$ cat src/rtl/wti_pkg.sv
package wti_pkg;
    typedef enum logic [1:0] {
        ST_IDLE,
        ST_ARB,
        ST_XFER,
        ST_RESP
    } ctl_state_e;
endpackage

$ cat src/rtl/wti_line_store.sv
module wti_line_store #(
    parameter int LINES = 8,
    parameter int TAG_W = 4,
    parameter int DW    = 32,
    localparam int IDX_W = $clog2(LINES)
) (
    input  logic             clk,
    input  logic             rst_n,
    input  logic [IDX_W-1:0] lk_idx,
    input  logic [TAG_W-1:0] lk_tag,
    output logic             lk_hit,
    output logic [DW-1:0]    lk_data,
    input  logic             wr_en,
    input  logic             wr_alloc,
    input  logic [IDX_W-1:0] wr_idx,
    input  logic [TAG_W-1:0] wr_tag,
    input  logic [DW-1:0]    wr_data,
    input  logic             inv_en,
    input  logic [IDX_W-1:0] inv_idx,
    input  logic [TAG_W-1:0] inv_tag,
    output logic             inv_hit,
    output logic [LINES-1:0] vld_vec
);
    typedef struct packed {
        logic             vld;
        logic [TAG_W-1:0] tag;
        logic [DW-1:0]    data;
    } line_t;

    line_t lines_view [LINES];

    for (genvar g = 0; g < LINES; g++) begin : g_line
        line_t ln_d, ln_q;

        always_comb begin
            ln_d = ln_q;
            if (wr_en && wr_idx == IDX_W'(g)) begin
                if (wr_alloc) begin
                    ln_d.vld  = 1'b1;
                    ln_d.tag  = wr_tag;
                    ln_d.data = wr_data;
                end else if (ln_q.vld && ln_q.tag == wr_tag) begin
                    ln_d.data = wr_data;
                end
            end
            if (inv_en && inv_idx == IDX_W'(g) && ln_q.vld && ln_q.tag == inv_tag) begin
                ln_d.vld = 1'b0;
            end
        end

        always_ff @(posedge clk or negedge rst_n) begin
            if (!rst_n) ln_q <= '0;
            else        ln_q <= ln_d;
        end

        assign lines_view[g] = ln_q;
        assign vld_vec[g]    = ln_q.vld;
    end

    assign lk_hit  = lines_view[lk_idx].vld && (lines_view[lk_idx].tag == lk_tag);
    assign lk_data = lines_view[lk_idx].data;
    assign inv_hit = lines_view[inv_idx].vld && (lines_view[inv_idx].tag == inv_tag);
endmodule

$ cat src/rtl/wti_ctrl.sv
module wti_ctrl
    import wti_pkg::*;
#(
    parameter int AW = 16,
    parameter int DW = 32
) (
    input  logic          clk,
    input  logic          rst_n,
    input  logic          cpu_req,
    input  logic          cpu_we,
    input  logic [AW-1:0] cpu_addr,
    input  logic [DW-1:0] cpu_wdata,
    output logic          cpu_done,
    output logic [DW-1:0] cpu_rdata,
    input  logic          lk_hit,
    input  logic [DW-1:0] lk_data,
    input  logic          snp_kill,
    output logic          bus_req,
    input  logic          bus_gnt,
    output logic          bus_cmd_valid,
    output logic          bus_cmd_we,
    output logic [AW-1:0] bus_addr,
    output logic [DW-1:0] bus_wdata,
    input  logic          bus_ack,
    input  logic [DW-1:0] bus_rdata,
    output logic          wr_en,
    output logic          wr_alloc,
    output logic [AW-1:0] wr_addr,
    output logic [DW-1:0] wr_data,
    output logic          idle
);
    typedef struct packed {
        ctl_state_e    st;
        logic          we;
        logic [AW-1:0] addr;
        logic [DW-1:0] wdata;
        logic [DW-1:0] rdata;
    } ctl_t;

    ctl_t c_d, c_q;

    always_comb begin
        c_d      = c_q;
        wr_en    = 1'b0;
        wr_alloc = 1'b0;
        wr_data  = c_q.wdata;
        unique case (c_q.st)
            ST_IDLE: begin
                if (cpu_req) begin
                    c_d.we    = cpu_we;
                    c_d.addr  = cpu_addr;
                    c_d.wdata = cpu_wdata;
                    if (snp_kill) begin
                        c_d.st = ST_IDLE;
                    end else if (!cpu_we && lk_hit) begin
                        c_d.rdata = lk_data;
                        c_d.st    = ST_RESP;
                    end else begin
                        c_d.st = ST_ARB;
                    end
                end
            end
            ST_ARB: begin
                if (bus_gnt) c_d.st = ST_XFER;
            end
            ST_XFER: begin
                if (bus_ack) begin
                    wr_en = 1'b1;
                    if (!c_q.we) begin
                        wr_alloc  = 1'b1;
                        wr_data   = bus_rdata;
                        c_d.rdata = bus_rdata;
                    end
                    c_d.st = ST_RESP;
                end
            end
            ST_RESP: c_d.st = ST_IDLE;
            default: c_d.st = ST_IDLE;
        endcase
    end

    always_ff @(posedge clk or negedge rst_n) begin
        if (!rst_n) c_q <= '{st: ST_IDLE, default: '0};
        else        c_q <= c_d;
    end

    assign wr_addr       = c_q.addr;
    assign idle          = (c_q.st == ST_IDLE);
    assign cpu_done      = (c_q.st == ST_RESP);
    assign cpu_rdata     = c_q.rdata;
    assign bus_req       = (c_q.st == ST_ARB) || (c_q.st == ST_XFER);
    assign bus_cmd_valid = (c_q.st == ST_XFER);
    assign bus_cmd_we    = bus_cmd_valid && c_q.we;
    assign bus_addr      = bus_cmd_valid ? c_q.addr : '0;
    assign bus_wdata     = (bus_cmd_valid && c_q.we) ? c_q.wdata : '0;
endmodule

$ cat src/rtl/wt_snoop_cache.sv
module wt_snoop_cache #(
    parameter int AW    = 16,
    parameter int DW    = 32,
    parameter int LINES = 8,
    parameter int ID_W  = 2,
    parameter int MY_ID = 0
) (
    input  logic            clk,
    input  logic            rst_n,
    input  logic            cpu_req,
    input  logic            cpu_we,
    input  logic [AW-1:0]   cpu_addr,
    input  logic [DW-1:0]   cpu_wdata,
    output logic            cpu_done,
    output logic [DW-1:0]   cpu_rdata,
    output logic            bus_req,
    input  logic            bus_gnt,
    output logic            bus_cmd_valid,
    output logic            bus_cmd_we,
    output logic [AW-1:0]   bus_addr,
    output logic [DW-1:0]   bus_wdata,
    input  logic            bus_ack,
    input  logic [DW-1:0]   bus_rdata,
    input  logic            snp_valid,
    input  logic            snp_we,
    input  logic [ID_W-1:0] snp_id,
    input  logic [AW-1:0]   snp_addr
);
    localparam int IDX_W = $clog2(LINES);
    localparam int TAG_W = AW - IDX_W;

    logic             lk_hit, inv_hit, snoop_fire, snp_kill;
    logic             wr_en, wr_alloc, ctl_idle;
    logic [DW-1:0]    lk_data, wr_data;
    logic [AW-1:0]    wr_addr;
    logic [LINES-1:0] vld_vec;

    assign snoop_fire = snp_valid && snp_we && (snp_id != ID_W'(MY_ID));
    assign snp_kill   = snoop_fire && inv_hit &&
                        (snp_addr[IDX_W-1:0] == cpu_addr[IDX_W-1:0]);

    wti_line_store #(.LINES(LINES), .TAG_W(TAG_W), .DW(DW)) u_store (
        .clk      (clk),
        .rst_n    (rst_n),
        .lk_idx   (cpu_addr[IDX_W-1:0]),
        .lk_tag   (cpu_addr[AW-1:IDX_W]),
        .lk_hit   (lk_hit),
        .lk_data  (lk_data),
        .wr_en    (wr_en),
        .wr_alloc (wr_alloc),
        .wr_idx   (wr_addr[IDX_W-1:0]),
        .wr_tag   (wr_addr[AW-1:IDX_W]),
        .wr_data  (wr_data),
        .inv_en   (snoop_fire),
        .inv_idx  (snp_addr[IDX_W-1:0]),
        .inv_tag  (snp_addr[AW-1:IDX_W]),
        .inv_hit  (inv_hit),
        .vld_vec  (vld_vec)
    );

    wti_ctrl #(.AW(AW), .DW(DW)) u_ctrl (
        .clk           (clk),
        .rst_n         (rst_n),
        .cpu_req       (cpu_req),
        .cpu_we        (cpu_we),
        .cpu_addr      (cpu_addr),
        .cpu_wdata     (cpu_wdata),
        .cpu_done      (cpu_done),
        .cpu_rdata     (cpu_rdata),
        .lk_hit        (lk_hit),
        .lk_data       (lk_data),
        .snp_kill      (snp_kill),
        .bus_req       (bus_req),
        .bus_gnt       (bus_gnt),
        .bus_cmd_valid (bus_cmd_valid),
        .bus_cmd_we    (bus_cmd_we),
        .bus_addr      (bus_addr),
        .bus_wdata     (bus_wdata),
        .bus_ack       (bus_ack),
        .bus_rdata     (bus_rdata),
        .wr_en         (wr_en),
        .wr_alloc      (wr_alloc),
        .wr_addr       (wr_addr),
        .wr_data       (wr_data),
        .idle          (ctl_idle)
    );
endmodule

$ cat config.mk
export PLATFORM = sky130hd
export DESIGN_NAME = wt_snoop_cache
export DESIGN_NICKNAME = d
export VERILOG_FILES = /design/src/rtl/wti_pkg.sv /design/src/rtl/wti_line_store.sv /design/src/rtl/wti_ctrl.sv /design/src/rtl/wt_snoop_cache.sv
export SDC_FILE = /design/constraint.sdc
export NUM_CORES = 1
export LEC_CHECK = 0
export ABC_AREA = 1
export BUFFER_PORTS_ARGS = -buffer_cell sky130_fd_sc_hd__buf_4
export CAP_MARGIN = 20
export CORE_UTILIZATION = 57
export DETAILED_ROUTE_END_ITERATION = 10
export PLACE_DENSITY = 0.8
export SETUP_SLACK_MARGIN = 0.3
export SYNTH_ARGS = -nofsm -noshare
export SYNTH_HDL_FRONTEND = slang
export SYNTH_HIERARCHICAL = 1
export SYNTH_SLANG_ARGS = --single-unit
export TNS_END_PERCENT = 100
$ cat constraint.sdc
create_clock -name clk -period 7.8 [get_ports clk]
set_clock_uncertainty 0.15 [all_clocks]
set_input_delay 0.78 -clock clk [delete_from_list [all_inputs] [get_ports clk]]
set_output_delay 0.78 -clock clk [all_outputs]
set_load 0.01 [all_outputs]
==> reports/results.txt <==
Status = complete, no violations
First-pass GRT wire length = 158000 um
Post-CTS setup buffer count = 0
# nets final = 3769
GPL Wtd Cong = 1.12
Mapped cell area = 26500 sq um
Hold buffers post-CTS = 0
Final Hold Fails = 0
Die Y = 217 um
Power density over the cells = 272 nW/um^2
Area Growth Syn to Fin = 8.97%
Tcrit/Tclk final = 56.6%
Setup CP Type = in -> reg
Die footprint = 47300 sq um
Starting density of the core = 58.0%
Post-DRT Antenna Nets = 0
GRT Resource Usage Total = 44.9%
Core Rows = 78
Root Buffer = clkbuf_16
HP Class = in -> async
TritonCTS clock tree = done
Unrepaired setup endpoints after global routing = no
WL per Instance = 24.7 um
Crit Path Max Fanout = 106
Largest net degree at the start of global routing = 158
LEAKAGE = 0.0145 uW
Vias in the first global route = 24768
Max_slew headroom = 22.0%
Post-Route WL = 106000 um
Die X-Extent = 217 um
Share of cells above drive strength 1 = 10.1%
Critical path endpoint category = register
Final count of negative-setup-slack endpoints = 0
Core area = 45600 sq um
Fmax = 226 MHz
Setup TNS = 0 ns
Clk_lat worst skew = 0.61 ns
Initial antenna violation count = 1
Number of clock buffers inserted by TritonCTS = 50
Via count = 27010
Max-Cap Viols = 0
Crit path time final = 4.42 ns
Post-DP HPWL = 71000 um
Cells on worst reg2reg path = 9
Fin. max-slew vios = 0
Req. time, crit path = 8.14 ns
CTS max path bufs = 3
Post-CTS resize count = 0
Io pins = 190
Worst IR Drop VDD = 0.000263 V
Mean Syn Cell Area = 7.14 sq um
Syn nets = 3819
DRT iter0 DRCs = 4306
Clock sinks = 451
# diodes = 0
CTS H-tree lvls = 2
CP Launch Type = input port
DRC Markers = 0
Syn Inst Count = 3707
Pre-antenna DRT Iters = 6
Flop2flop setup slack = 3.59 ns
Worst EP arrival = 4.75 ns
Worst-path clk slew = 0.06 ns
Vias per cell = 6.29
Least-Margin Pin Slew = 1.17 ns
Port Buffers = 189
Synth warn = 6
WHS = 0.0182 ns
Total congestion overflow = 0
==> cells in the final DEF (no fill, tap or decap), types with 3 or more instances in the layout <==
master and n:
nand2_1 1059, xor2_1 14, nand4_1 14, a22oi_1 3
ha_1 6, nand2_2 16, o21ai_0 306, o211ai_1 25
nand3b_1 5, nor4_1 10, clkinv_1 5, or2_2 3
xnor2_1 39, nor3_1 11, clkinv_2 7, nor2_1 350
o22ai_1 114, nor2_2 3, o2111ai_1 12, a21boi_0 3
inv_2 14, clkinv_4 4, inv_1 264, buf_4 227
nand3_1 379, clkbuf_8 14, dfrtp_1 451, a21oi_1 172
clkbuf_1 9, mux2_2 16, o21ai_1 32, bufinv_16 3
a31oi_1 33, clkbuf_16 51
==> where the power goes <==
| group | leakage (uW) | internal (uW) | total (uW) | switching (uW) |
|---|---|---|---|---|
| logic | 0.00778 | 688 | 2380 | 1690 |
| clock network | 0.000840 | 1440 | 2440 | 1010 |
| registers | 0.00584 | 2670 | 3010 | 343 |
| total | 0.0145 | 4790 | 7830 | 3040 |
==> per-layer routing <==
| layer | vias up | track usage, % | share of wire (%) |
|---|---|---|---|
| met3 | 264 | 15.9 | 15 |
| met1 | 12809 | 64.2 | 40 |
| met5 | - | 1.56 | 0.10 |
| met2 | 2011 | 62.1 | 41 |
| li1 | 11922 | - | - |
| met4 | 4 | 16.3 | 3.8 |
==> cell type report <==
class	instances	area, sq um
flip-flops and latches	451	11300
fillers	4139	16800
well taps	600	751
inverters	284	1070
clock buffers	74	1500
clock inverters	18	208
multi-input cells	2640	12200
repair buffers	230	1770
==> final timing paths <==
kind                                      from                         end
min in group clk                 cpu_wdata[10]              u_ctrl/c_q[42]
min reg2reg                u_ctrl/cpu_rdata[0]         u_ctrl/cpu_rdata[0]
max in group asynchronous                rst_n   u_store/g_line[2].ln_q[2]
min                                      rst_n  u_store/g_line[1].ln_q[32]
max reg2reg                 u_ctrl/wr_addr[13]  u_store/g_line[1].ln_q[21]
max                                cpu_addr[0]         u_ctrl/cpu_rdata[1]
==> through the flow <==
step	total power [uW]	setup slack [ns]	utilization [%]	instance area (sq um)	std cells
floorplan	4540	4.75	-	26500	3707
global placement	5270	3.01	59.4	27100	4204
detailed placement	5290	2.93	59.5	27100	4205
CTS	7730	3.57	63.2	28800	4297
global route	8110	3.03	63.2	28800	4297
finish	7830	3.38	63.2	28800	4297
==> state kept, by name, indices dropped and copies added, names as in the netlist <==
register / count
u_store/g_line.ln_q: 360
u_ctrl/c_q: 35
u_ctrl/cpu_rdata: 32
u_ctrl/wr_addr: 16
u_store/vld_vec: 8
==> worst max-delay path: stages <==
cell and delay, ns:
buf_4 0.43, buf_4 0.91, nand2_1 0.12, o211ai_1 0.15, nand3_1 0.14, nand2_1 0.09, nand2_1 0.05, nand2_1 0.20
nand2_1 0.08, nor2_1 0.10, nand2_1 0.08, nor2_1 0.11, nand3b_1 0.19, nand2_1 0.11, buf_4 0.36, nand2_2 0.48
nand2_1 0.21, nand2_1 0.06
No activity file was read; power rests on OpenSTA's default activity.
